### src/rtl/acpi_pm_pkg.sv
package acpi_pm_pkg;
  localparam int STS_TMR    = 0;
  localparam int STS_GBL    = 5;
  localparam int STS_PWRBTN = 8;
  localparam int STS_RTC    = 10;
  localparam int EN_SUSP    = 13;
  localparam int CTL_SCIEN  = 0;

  localparam logic [15:0] EVT_MASK = 16'h0521;

  localparam logic [7:0] APM_ACPI_ON  = 8'hF1;
  localparam logic [7:0] APM_ACPI_OFF = 8'hF0;

  typedef enum logic [1:0] {
    W_EVT = 2'd0,
    W_CTL = 2'd1,
    W_TMR = 2'd2,
    W_RSV = 2'd3
  } pm_word_e;
endpackage

### src/rtl/pm_timer.sv
module pm_timer #(
  parameter int W = 24
) (
  input  logic         clk_i,
  input  logic         rst_ni,
  input  logic         tick_i,
  output logic [W-1:0] cnt_o,
  output logic         wrap_o
);
  logic [W-1:0] cnt_q;

  always_ff @(posedge clk_i or negedge rst_ni) begin
    if (!rst_ni)     cnt_q <= '0;
    else if (tick_i) cnt_q <= cnt_q + W'(1);
  end

  assign cnt_o  = cnt_q;
  assign wrap_o = tick_i & (&cnt_q);


  tmr_step_chk: assert property (@(posedge clk_i) disable iff (!rst_ni)
    tick_i |=> cnt_q == W'($past(cnt_q) + W'(1)));

  tmr_hold_chk: assert property (@(posedge clk_i) disable iff (!rst_ni)
    !tick_i |=> $stable(cnt_q));
endmodule

### src/rtl/pm_evt_regs.sv
module pm_evt_regs
  import acpi_pm_pkg::*;
(
  input  logic        clk_i,
  input  logic        rst_ni,
  input  logic        rtc_i,
  input  logic        pwrbtn_i,
  input  logic        gbl_i,
  input  logic        wrap_i,
  input  logic [15:0] sts_clr_i,
  input  logic [1:0]  en_we_i,
  input  logic [15:0] en_wdata_i,
  output logic [15:0] sts_o,
  output logic [15:0] en_o,
  output logic        sci_o
);
  logic [15:0] sts_q, en_q, set_v;

  always_comb begin
    set_v             = '0;
    set_v[STS_TMR]    = wrap_i & en_q[STS_TMR];
    set_v[STS_GBL]    = gbl_i;
    set_v[STS_PWRBTN] = pwrbtn_i;
    set_v[STS_RTC]    = rtc_i;
  end

  // set wins over a same-cycle clear
  always_ff @(posedge clk_i or negedge rst_ni) begin
    if (!rst_ni) sts_q <= '0;
    else         sts_q <= ((sts_q & ~sts_clr_i) | set_v) & EVT_MASK;
  end

  for (genvar b = 0; b < 2; b++) begin : g_en_byte
    always_ff @(posedge clk_i or negedge rst_ni) begin
      if (!rst_ni)         en_q[8*b +: 8] <= '0;
      else if (en_we_i[b]) en_q[8*b +: 8] <= en_wdata_i[8*b +: 8];
    end
  end

  assign sts_o = sts_q;
  assign en_o  = en_q;
  assign sci_o = |(sts_q & en_q & EVT_MASK);


  rtc_cause_chk: assert property (@(posedge clk_i) disable iff (!rst_ni)
    $rose(sts_q[STS_RTC]) |-> $past(rtc_i));

  tmr_ovf_gate_chk: assert property (@(posedge clk_i) disable iff (!rst_ni)
    $rose(sts_q[STS_TMR]) |-> $past(wrap_i && en_q[STS_TMR]));

  pwrbtn_w1c_chk: assert property (@(posedge clk_i) disable iff (!rst_ni)
    (sts_clr_i[STS_PWRBTN] && !pwrbtn_i) |=> !sts_q[STS_PWRBTN]);

  sci_src_chk: assert property (@(posedge clk_i) disable iff (!rst_ni)
    $rose(sci_o) |-> (|($past(set_v)) || $past(en_we_i) != 2'b00));
endmodule

### src/rtl/apm_ports.sv
module apm_ports
  import acpi_pm_pkg::*;
(
  input  logic       clk_i,
  input  logic       rst_ni,
  input  logic       we_i,
  input  logic       sel_i,
  input  logic [7:0] wdata_i,
  input  logic       smi_en_i,
  output logic [7:0] cmd_o,
  output logic [7:0] stat_o,
  output logic       sci_on_o,
  output logic       sci_off_o,
  output logic       smi_o
);
  logic [7:0] cmd_q, stat_q;
  logic       smi_q, cmd_we;

  assign cmd_we = we_i & ~sel_i;

  always_ff @(posedge clk_i or negedge rst_ni) begin
    if (!rst_ni) begin
      cmd_q  <= '0;
      stat_q <= '0;
      smi_q  <= 1'b0;
    end else begin
      if (cmd_we)        cmd_q  <= wdata_i;
      if (we_i && sel_i) stat_q <= wdata_i;
      smi_q <= cmd_we & smi_en_i;
    end
  end

  assign cmd_o     = cmd_q;
  assign stat_o    = stat_q;
  assign smi_o     = smi_q;
  assign sci_on_o  = cmd_we && (wdata_i == APM_ACPI_ON);
  assign sci_off_o = cmd_we && (wdata_i == APM_ACPI_OFF);


  smi_cause_chk: assert property (@(posedge clk_i) disable iff (!rst_ni)
    smi_o |-> $past(we_i && !sel_i && smi_en_i));

  smi_quiet_chk: assert property (@(posedge clk_i) disable iff (!rst_ni)
    !smi_en_i |=> !smi_o);
endmodule

### src/rtl/acpi_pm_apm.sv
module acpi_pm_apm
  import acpi_pm_pkg::*;
#(
  parameter int TMR_W = 24
) (
  input  logic        clk_i,
  input  logic        rst_ni,
  input  logic        req_i,
  input  logic        we_i,
  input  logic        apm_sel_i,
  input  logic [3:0]  addr_i,
  input  logic [3:0]  be_i,
  input  logic [31:0] wdata_i,
  output logic [31:0] rdata_o,
  input  logic        rtc_evt_i,
  input  logic        pwrbtn_evt_i,
  input  logic        gbl_evt_i,
  input  logic        tick_i,
  input  logic        smi_en_i,
  output logic        sci_o,
  output logic        smi_o
);
  localparam int RD_PAD = 32 - TMR_W;

  logic             pm_hit, apm_hit, pm_wr, apm_wr;
  pm_word_e         word;
  logic [15:0]      sts, en, ctl_q, sts_clr, lane_mask;
  logic [1:0]       en_we;
  logic [TMR_W-1:0] tmr;
  logic             wrap, sci_on, sci_off;
  logic [7:0]       apm_cmd, apm_stat;

  assign pm_hit  = req_i & ~apm_sel_i & (addr_i[1:0] == 2'b00);
  assign apm_hit = req_i & apm_sel_i & (addr_i[3:1] == 3'b000);
  assign pm_wr   = pm_hit & we_i;
  assign apm_wr  = apm_hit & we_i;
  assign word    = pm_word_e'(addr_i[3:2]);

  assign lane_mask = {{8{be_i[1]}}, {8{be_i[0]}}};
  assign sts_clr   = (pm_wr && word == W_EVT) ? (wdata_i[15:0] & lane_mask) : '0;
  assign en_we     = (pm_wr && word == W_EVT) ? be_i[3:2] : 2'b00;

  pm_timer #(.W(TMR_W)) u_tmr (
    .clk_i  (clk_i),
    .rst_ni (rst_ni),
    .tick_i (tick_i),
    .cnt_o  (tmr),
    .wrap_o (wrap)
  );

  pm_evt_regs u_evt (
    .clk_i      (clk_i),
    .rst_ni     (rst_ni),
    .rtc_i      (rtc_evt_i),
    .pwrbtn_i   (pwrbtn_evt_i),
    .gbl_i      (gbl_evt_i),
    .wrap_i     (wrap),
    .sts_clr_i  (sts_clr),
    .en_we_i    (en_we),
    .en_wdata_i (wdata_i[31:16]),
    .sts_o      (sts),
    .en_o       (en),
    .sci_o      (sci_o)
  );

  apm_ports u_apm (
    .clk_i     (clk_i),
    .rst_ni    (rst_ni),
    .we_i      (apm_wr),
    .sel_i     (addr_i[0]),
    .wdata_i   (wdata_i[7:0]),
    .smi_en_i  (smi_en_i),
    .cmd_o     (apm_cmd),
    .stat_o    (apm_stat),
    .sci_on_o  (sci_on),
    .sci_off_o (sci_off),
    .smi_o     (smi_o)
  );

  // control word; APM magic codes override bit 0 (spaces never collide)
  always_ff @(posedge clk_i or negedge rst_ni) begin
    if (!rst_ni) begin
      ctl_q <= '0;
    end else begin
      if (pm_wr && word == W_CTL) begin
        if (be_i[0]) ctl_q[7:0]  <= wdata_i[7:0];
        if (be_i[1]) ctl_q[15:8] <= wdata_i[15:8];
      end
      if (sci_on)       ctl_q[CTL_SCIEN] <= 1'b1;
      else if (sci_off) ctl_q[CTL_SCIEN] <= 1'b0;
    end
  end

  always_comb begin
    rdata_o = '0;
    if (apm_hit) begin
      rdata_o[7:0] = addr_i[0] ? apm_stat : apm_cmd;
    end else if (pm_hit) begin
      unique case (word)
        W_EVT:   rdata_o = {en, sts};
        W_CTL:   rdata_o = {16'h0, ctl_q};
        W_TMR:   rdata_o = {{RD_PAD{1'b0}}, tmr};
        default: rdata_o = '0;
      endcase
    end
  end


  apm_on_chk: assert property (@(posedge clk_i) disable iff (!rst_ni)
    (apm_wr && !addr_i[0] && wdata_i[7:0] == APM_ACPI_ON) |=> ctl_q[CTL_SCIEN]);

  apm_off_chk: assert property (@(posedge clk_i) disable iff (!rst_ni)
    (apm_wr && !addr_i[0] && wdata_i[7:0] == APM_ACPI_OFF) |=> !ctl_q[CTL_SCIEN]);

  ctl_guard_chk: assert property (@(posedge clk_i) disable iff (!rst_ni)
    (!(pm_wr && word == W_CTL) && !apm_wr) |=> $stable(ctl_q));
endmodule

### config.mk
export PLATFORM = sky130hd
export DESIGN_NAME = acpi_pm_apm
export DESIGN_NICKNAME = d
export VERILOG_FILES = /design/src/rtl/acpi_pm_pkg.sv /design/src/rtl/pm_timer.sv /design/src/rtl/pm_evt_regs.sv /design/src/rtl/apm_ports.sv /design/src/rtl/acpi_pm_apm.sv
export SDC_FILE = /design/constraint.sdc
export NUM_CORES = 1
export LEC_CHECK = 0
export BUFFER_PORTS_ARGS = -buffer_cell sky130_fd_sc_hd__clkbuf_2
export CORE_ASPECT_RATIO = 1.25
export CORE_MARGIN = 3
export CORE_UTILIZATION = 54
export DETAILED_ROUTE_END_ITERATION = 6
export GPL_TIMING_DRIVEN = 0
export PLACE_DENSITY = 0.85
export SYNTH_ARGS = -nofsm -noshare
export SYNTH_HDL_FRONTEND = slang
export SYNTH_SLANG_ARGS = --single-unit
### constraint.sdc
create_clock -name clk_i -period 2.1 [get_ports clk_i]
set_input_delay 0.105 -clock clk_i [delete_from_list [all_inputs] [get_ports clk_i]]
set_output_delay 0.105 -clock clk_i [all_outputs]
set_load 0.03 [all_outputs]
## Yosys cells after proc, flatten, opt, wreduce, memory -nomap -nowiden

Index checks and enable logic that the tools add are counted.

| word-level totals | value |
|---|---|
| input port bits | 50 |
| logic and storage cells | 58 |
| output and inout port bits | 34 |
| flip-flop bits (word level) | 77 |

| operators by class | value |
|---|---|
| bitwise operators | 17 |
| add/sub/neg operators | 1 |
| reductions and logical operators | 15 |
| equal/unequal tests | 4 |
| multiplexer cells | 11 |

Operators with widths:

| kind | count |
|---|---|
| $pmux W32 S3 | 1 |
| $and A11 B11 Y11 | 3 |
| $mux W32 | 1 |
| $add A24 B1 Y24 const B | 1 |
| $mux W24 | 1 |
| $reduce_and A24 Y1 | 1 |
| $eq A8 B8 Y1 const B | 2 |
| $mux W8 | 2 |
| $mux W11 | 1 |
| $not A11 Y11 | 1 |
| $or A11 B11 Y11 | 1 |
| $and A1 B1 Y1 | 10 |
| $reduce_and A2 Y1 | 3 |
| $reduce_bool A3 Y1 | 2 |
| $logic_and A1 B1 Y1 | 5 |
| $logic_not A2 Y1 | 2 |
| $mux W1 | 4 |
| $reduce_or A4 Y1 | 1 |
| $logic_not A3 Y1 | 1 |
| $eq A2 B1 Y1 const B | 1 |
| $eq A2 B2 Y1 const B | 1 |
| $mux W2 | 1 |
| $not A1 Y1 | 2 |

## Logic depth before layout (Yosys ltp)

| depth | value |
|---|---|
| word-level depth | 9 |
| gate-level depth with buffers | 7 |

## Hierarchy

Synthesis repeated with hierarchy kept, for this count alone.

| second synthesis, totals | value |
|---|---|
| cell total of the unflattened synthesis | 366 |
| area, all modules | 4251.6 um2 |

By module, submodules not included:

| module | times used | area an instance (um2) | sequential area each (um2) | cells an instance |
|---|---|---|---|---|
| acpi_pm_apm | 1 | 1539.0 | 400.4 | 168 |
| pm_timer | 1 | 1087.3 | 600.6 | 91 |
| pm_evt_regs | 1 | 922.1 | 500.5 | 63 |
| apm_ports | 1 | 703.2 | 425.4 | 44 |

## Worst setup path before layout

No wires, ideal clock.

| timing | value |
|---|---|
| path type | in2out |
| start | in apm_sel_i |
| end | out rdata_o[5] |
| buffers on the path | 2 |
| cell stages on the path | 4 |
| slack | 0.527 ns |
| arrival time | 1.468 ns |
| cells stage by stage | or4b_1 > clkbuf_1 > buf_2 > o22ai_1 |

| on the way | value |
|---|---|
| cells in the longest elaborated chain, start to end | 5 |

Ends and longest elaborated chain:

| element | line | source |
|---|---|---|
| start: declaration | acpi_pm_apm.sv:10 | `input logic apm_sel_i,` |
| $not A1 Y1 | acpi_pm_apm.sv:33 | `assign pm_hit = req_i & ~apm_sel_i & (addr_i[1:0] == 2'b00);` |
| $and A1 B1 Y1 (2 in a row) | acpi_pm_apm.sv:33 |  |
| $mux W32 | acpi_pm_apm.sv:98 | `end else if (pm_hit) begin` |
| $mux W8 (*) | acpi_pm_apm.sv:96 | `if (apm_hit) begin` |
| end: declaration | acpi_pm_apm.sv:14 | `output logic [31:0] rdata_o,` |

Every way passes the cells marked *; elsewhere a longest branch is shown, timed or not.

## Final worst setup path

| timing | value |
|---|---|
| start | in apm_sel_i |
| end | out rdata_o[24] |

| on the way | value |
|---|---|
| cells in the longest elaborated chain, start to end | 5 |

Ends and longest elaborated chain:

| element | line |
|---|---|
| $not A1 Y1 | acpi_pm_apm.sv:33 |
| $and A1 B1 Y1 (2 in a row) | acpi_pm_apm.sv:33 |
| $mux W32 | acpi_pm_apm.sv:98 |
| $mux W24 (*) | acpi_pm_apm.sv:96 |

Marks and branches as above.

==> impl_metrics.yaml <==
sta:
  tns_ns: 0
  period_minus_slack_ns: 1.857
  rsz0062_at_grt: "no"
  max_freq_mhz: 538.4
  period_share_pct: 88.44
  worst_hold_slack_ns: 0.02315
  report.final.setup_viol: 0
  max_slew_margin_pct: 65.06
  drv_slew: 0
  worst_slew_pin_slew_ns: 0.5241
  hold_viol_final: 0
  finClkSkew_ns: 0.008658
critical_path:
  worst_ep_arrival_time_ns: 1.75
  worstPathRequired_ns: 2.00
  slowest_stage: "nor4b_4"
  endpoint_kind: "output port"
  crit_path_frequent_cell: "clkbuf_2"
  rrSetupSlack_ns: 0.27
  crit_chain: "clkbuf_2 > nor4b_4 > nand2b_1 > clkbuf_1 > nor2_1 > and2_1 > clkbuf_2"
  cp_top_family: "simple AND/OR/NAND/NOR gates"
  cp_num_buf_inv: 3
  max_stage_delay_ns: 0.40
  startpoint_type: "input port"
  crit_type: "input port to output port"
  path_max_fanout: 9
floorplanning:
  rows: 33
  die-area_um2: 8123
  die_w_um: 81.22
  boundaryPins: 84
  initial_utilization_pct: 56.74
  die_h_um: 100.0
  core_region_area_um2: 6730
global_routing:
  grt_pass1_vias: 2995
  grt_max_degree: 46
  grt_overflow: 0
  grt.total_usage_pct: 23.08
  antenna_found_initial: 0
  grt_pass1_wl_mm: 14.24
synth:
  syn_inst: 306
  synthFlopType: "dfrtp_1"
  synth-seq-cells: 77
  synth_cell_types: 36
  seq_area_frac_synth_pct: 50.46
  synth_warnings: 0
  synth_edf_count: 0
  syn_area_um2: 3819
  async_flop_share_pct: 100.0
  synth.avg_cell_area_um2: 12.48
  synth_nets: 357
clock_network:
  clk_pin_slew_ns: 0.07
  clock_sinks: 77
  clk_latency_ns: 0.35
  cts-root-buf: "clkbuf_8"
  htreeDepth: 3
  cts_buffers: 9
  cts_tree: "built"
  postCtsSetupRepairBufs: 0
  clockBufferDepth: 2
run:
  maxCapViolCount: 0
status:
  status: "complete, no violations"
drt:
  dr.pass1.iters: 4
  drtIter0Drc: 113
  postRouteAntennaNets: 0
  drt-wirelength-per-cell_um: 16.70
  vias: 2852
  drt_wl_total_mm: 8.635
  viasPerCell: 5.516
  remaining_drc_errors: 0
pwr:
  switching_share_pct: 26.37
  irDropWorstVdd_uv: 522.0
  power_frac_seq_pct: 50.7
  finalPower_uw: 3510
  internal_power_uw: 2584
  pwr-share-clk_pct: 34.7
  pwr-share-comb_pct: 14.6
  leakagePower_uw: 0.002456
  switchingPower_uw: 925.5
  p_per_area_nw_per_um2: 725.9
hold_path:
  hold_class: "input port to register"
placement:
  place.gp.congestion: 0.7821
  dp.cells: 474
  place_area_um2: 4350
  hpwl_mm: 6.071
  portBuffers: 80
finish:
  fill_cells: 468
  nNetsFinal: 476
  layout.cells.non_filler: 517
  final_common_cell: "clkbuf_2"
  mostFrequentLayoutCells: "79 x clkbuf_2, 77 x dfrtp_1, 32 x mux2_2"
  diodes: 0
  fin_area_um2: 4835
  drive_above_1_share_pct: 37.44
  syn_to_final_growth_pct: 26.61
==> stage by stage <==
| stage | util [%] | worst slack, ns |
|---|---|---|
| after global placement | 64.31 | 0.2771 |
| after global routing | 71.83 | 0.1129 |
| after CTS | 71.83 | 0.2262 |
| after detailed placement | 64.64 | 0.2258 |
| final | 71.83 | 0.2428 |
| after floorplan | - | 0.5267 |
==> flip-flops by register name (all words and copies together), names as in the netlist <==
name and flops:
ctl_q 16, u_evt.en_o 16, u_apm.smi_o 1, u_apm.stat_o 8
u_apm.cmd_o 8, u_evt.sts_o 4, u_tmr.cnt_o 24
==> cells in the mapped netlist (6+ instances only) <==
cell type	count	area [µm²]
xnor2_1	16	140.1
mux2i_1	20	200.2
clkbuf_1	6	22.52
o22ai_1	8	50.05
nand3_1	11	55.05
xor2_1	7	61.31
dfrtp_1	77	1927
nand4_1	8	50.05
mux2_4	16	240.2
a22oi_1	14	105.1
mux2_2	32	360.4
and3_1	8	50.05
nor2_1	25	93.84
nand2_1	11	41.29
and2_1	9	56.30
==> metal layers <==
layer  up-vias  GRT usage (%)  part of all wire [%]
met1      1411          29.45                    44
met2        81          38.39                    50
met5         -              0                     0
li1       1343              -                     -
met4         0          9.493                   1.9
met3        17          4.309                   4.6
==> power by group through the flow <==
stage | Combinational [µW] | Clock, µW | Sequential, µW
4_1_cts | 519 | 1240 | 1780
6_report | 514 | 1220 | 1780
3_3_place_gp | 450 | 0 | 1790
2_1_floorplan | 321 | 0 | 1760
3_5_place_dp | 476 | 0 | 1800
5_1_grt | 569 | 1300 | 1800
==> kinds of logic (layout without fill, tap and decap cells) <==
kind of cell / after synthesis / after routing / share of synthesized area, %
AO/OA/AOI/OAI: 31 / 31 / 5.603
XOR/XNOR: 23 / 23 / 5.275
adder cells (fa/ha/maj): 1 / 1 / 0.3276
buffers and inverters: 14 / 138 / 2.097
flip-flops: 77 / 77 / 50.46
multiplexers: 69 / 69 / 21.26
AND/OR/NAND/NOR: 91 / 91 / 14.97
==> what timing repair did <==
action / 4_1_cts / 5_1_grt
endpoints found under the hold margin: 58 / 0
hold buffers: 27 / 0
gates resized for setup: 0 / 0
==> final cells by class <==
class / instances / area [µm²] / share of cell area [%]
Tap cell: 87 / 108.9 / 2.252
Clock buffer: 10 / 127.6 / 2.640
Timing Repair Buffer: 108 / 693.2 / 14.34
Multi-Input combinational cell: 215 / 1812 / 37.47
Sequential cell: 77 / 1927 / 39.86
Clock inverter: 6 / 86.33 / 1.786
Buffer: 14 / 80.08 / 1.656
==> path summary, 6_finish.rpt <==
kind / from / end / cells past startpoint
max: apm_sel_i / rdata_o[24] / 7
min: tick_i / u_tmr.cnt_o[0] / 2
max reg2reg: u_tmr.cnt_o[0] / u_tmr.cnt_o[20] / 5
min reg2reg: u_tmr.cnt_o[15] / u_tmr.cnt_o[15] / 1
max in group asynchronous: rst_ni / u_apm.cmd_o[3] / 3
min in group asynchronous: rst_ni / ctl_q[12] / 2
Power figures use the tool's default switching activity.
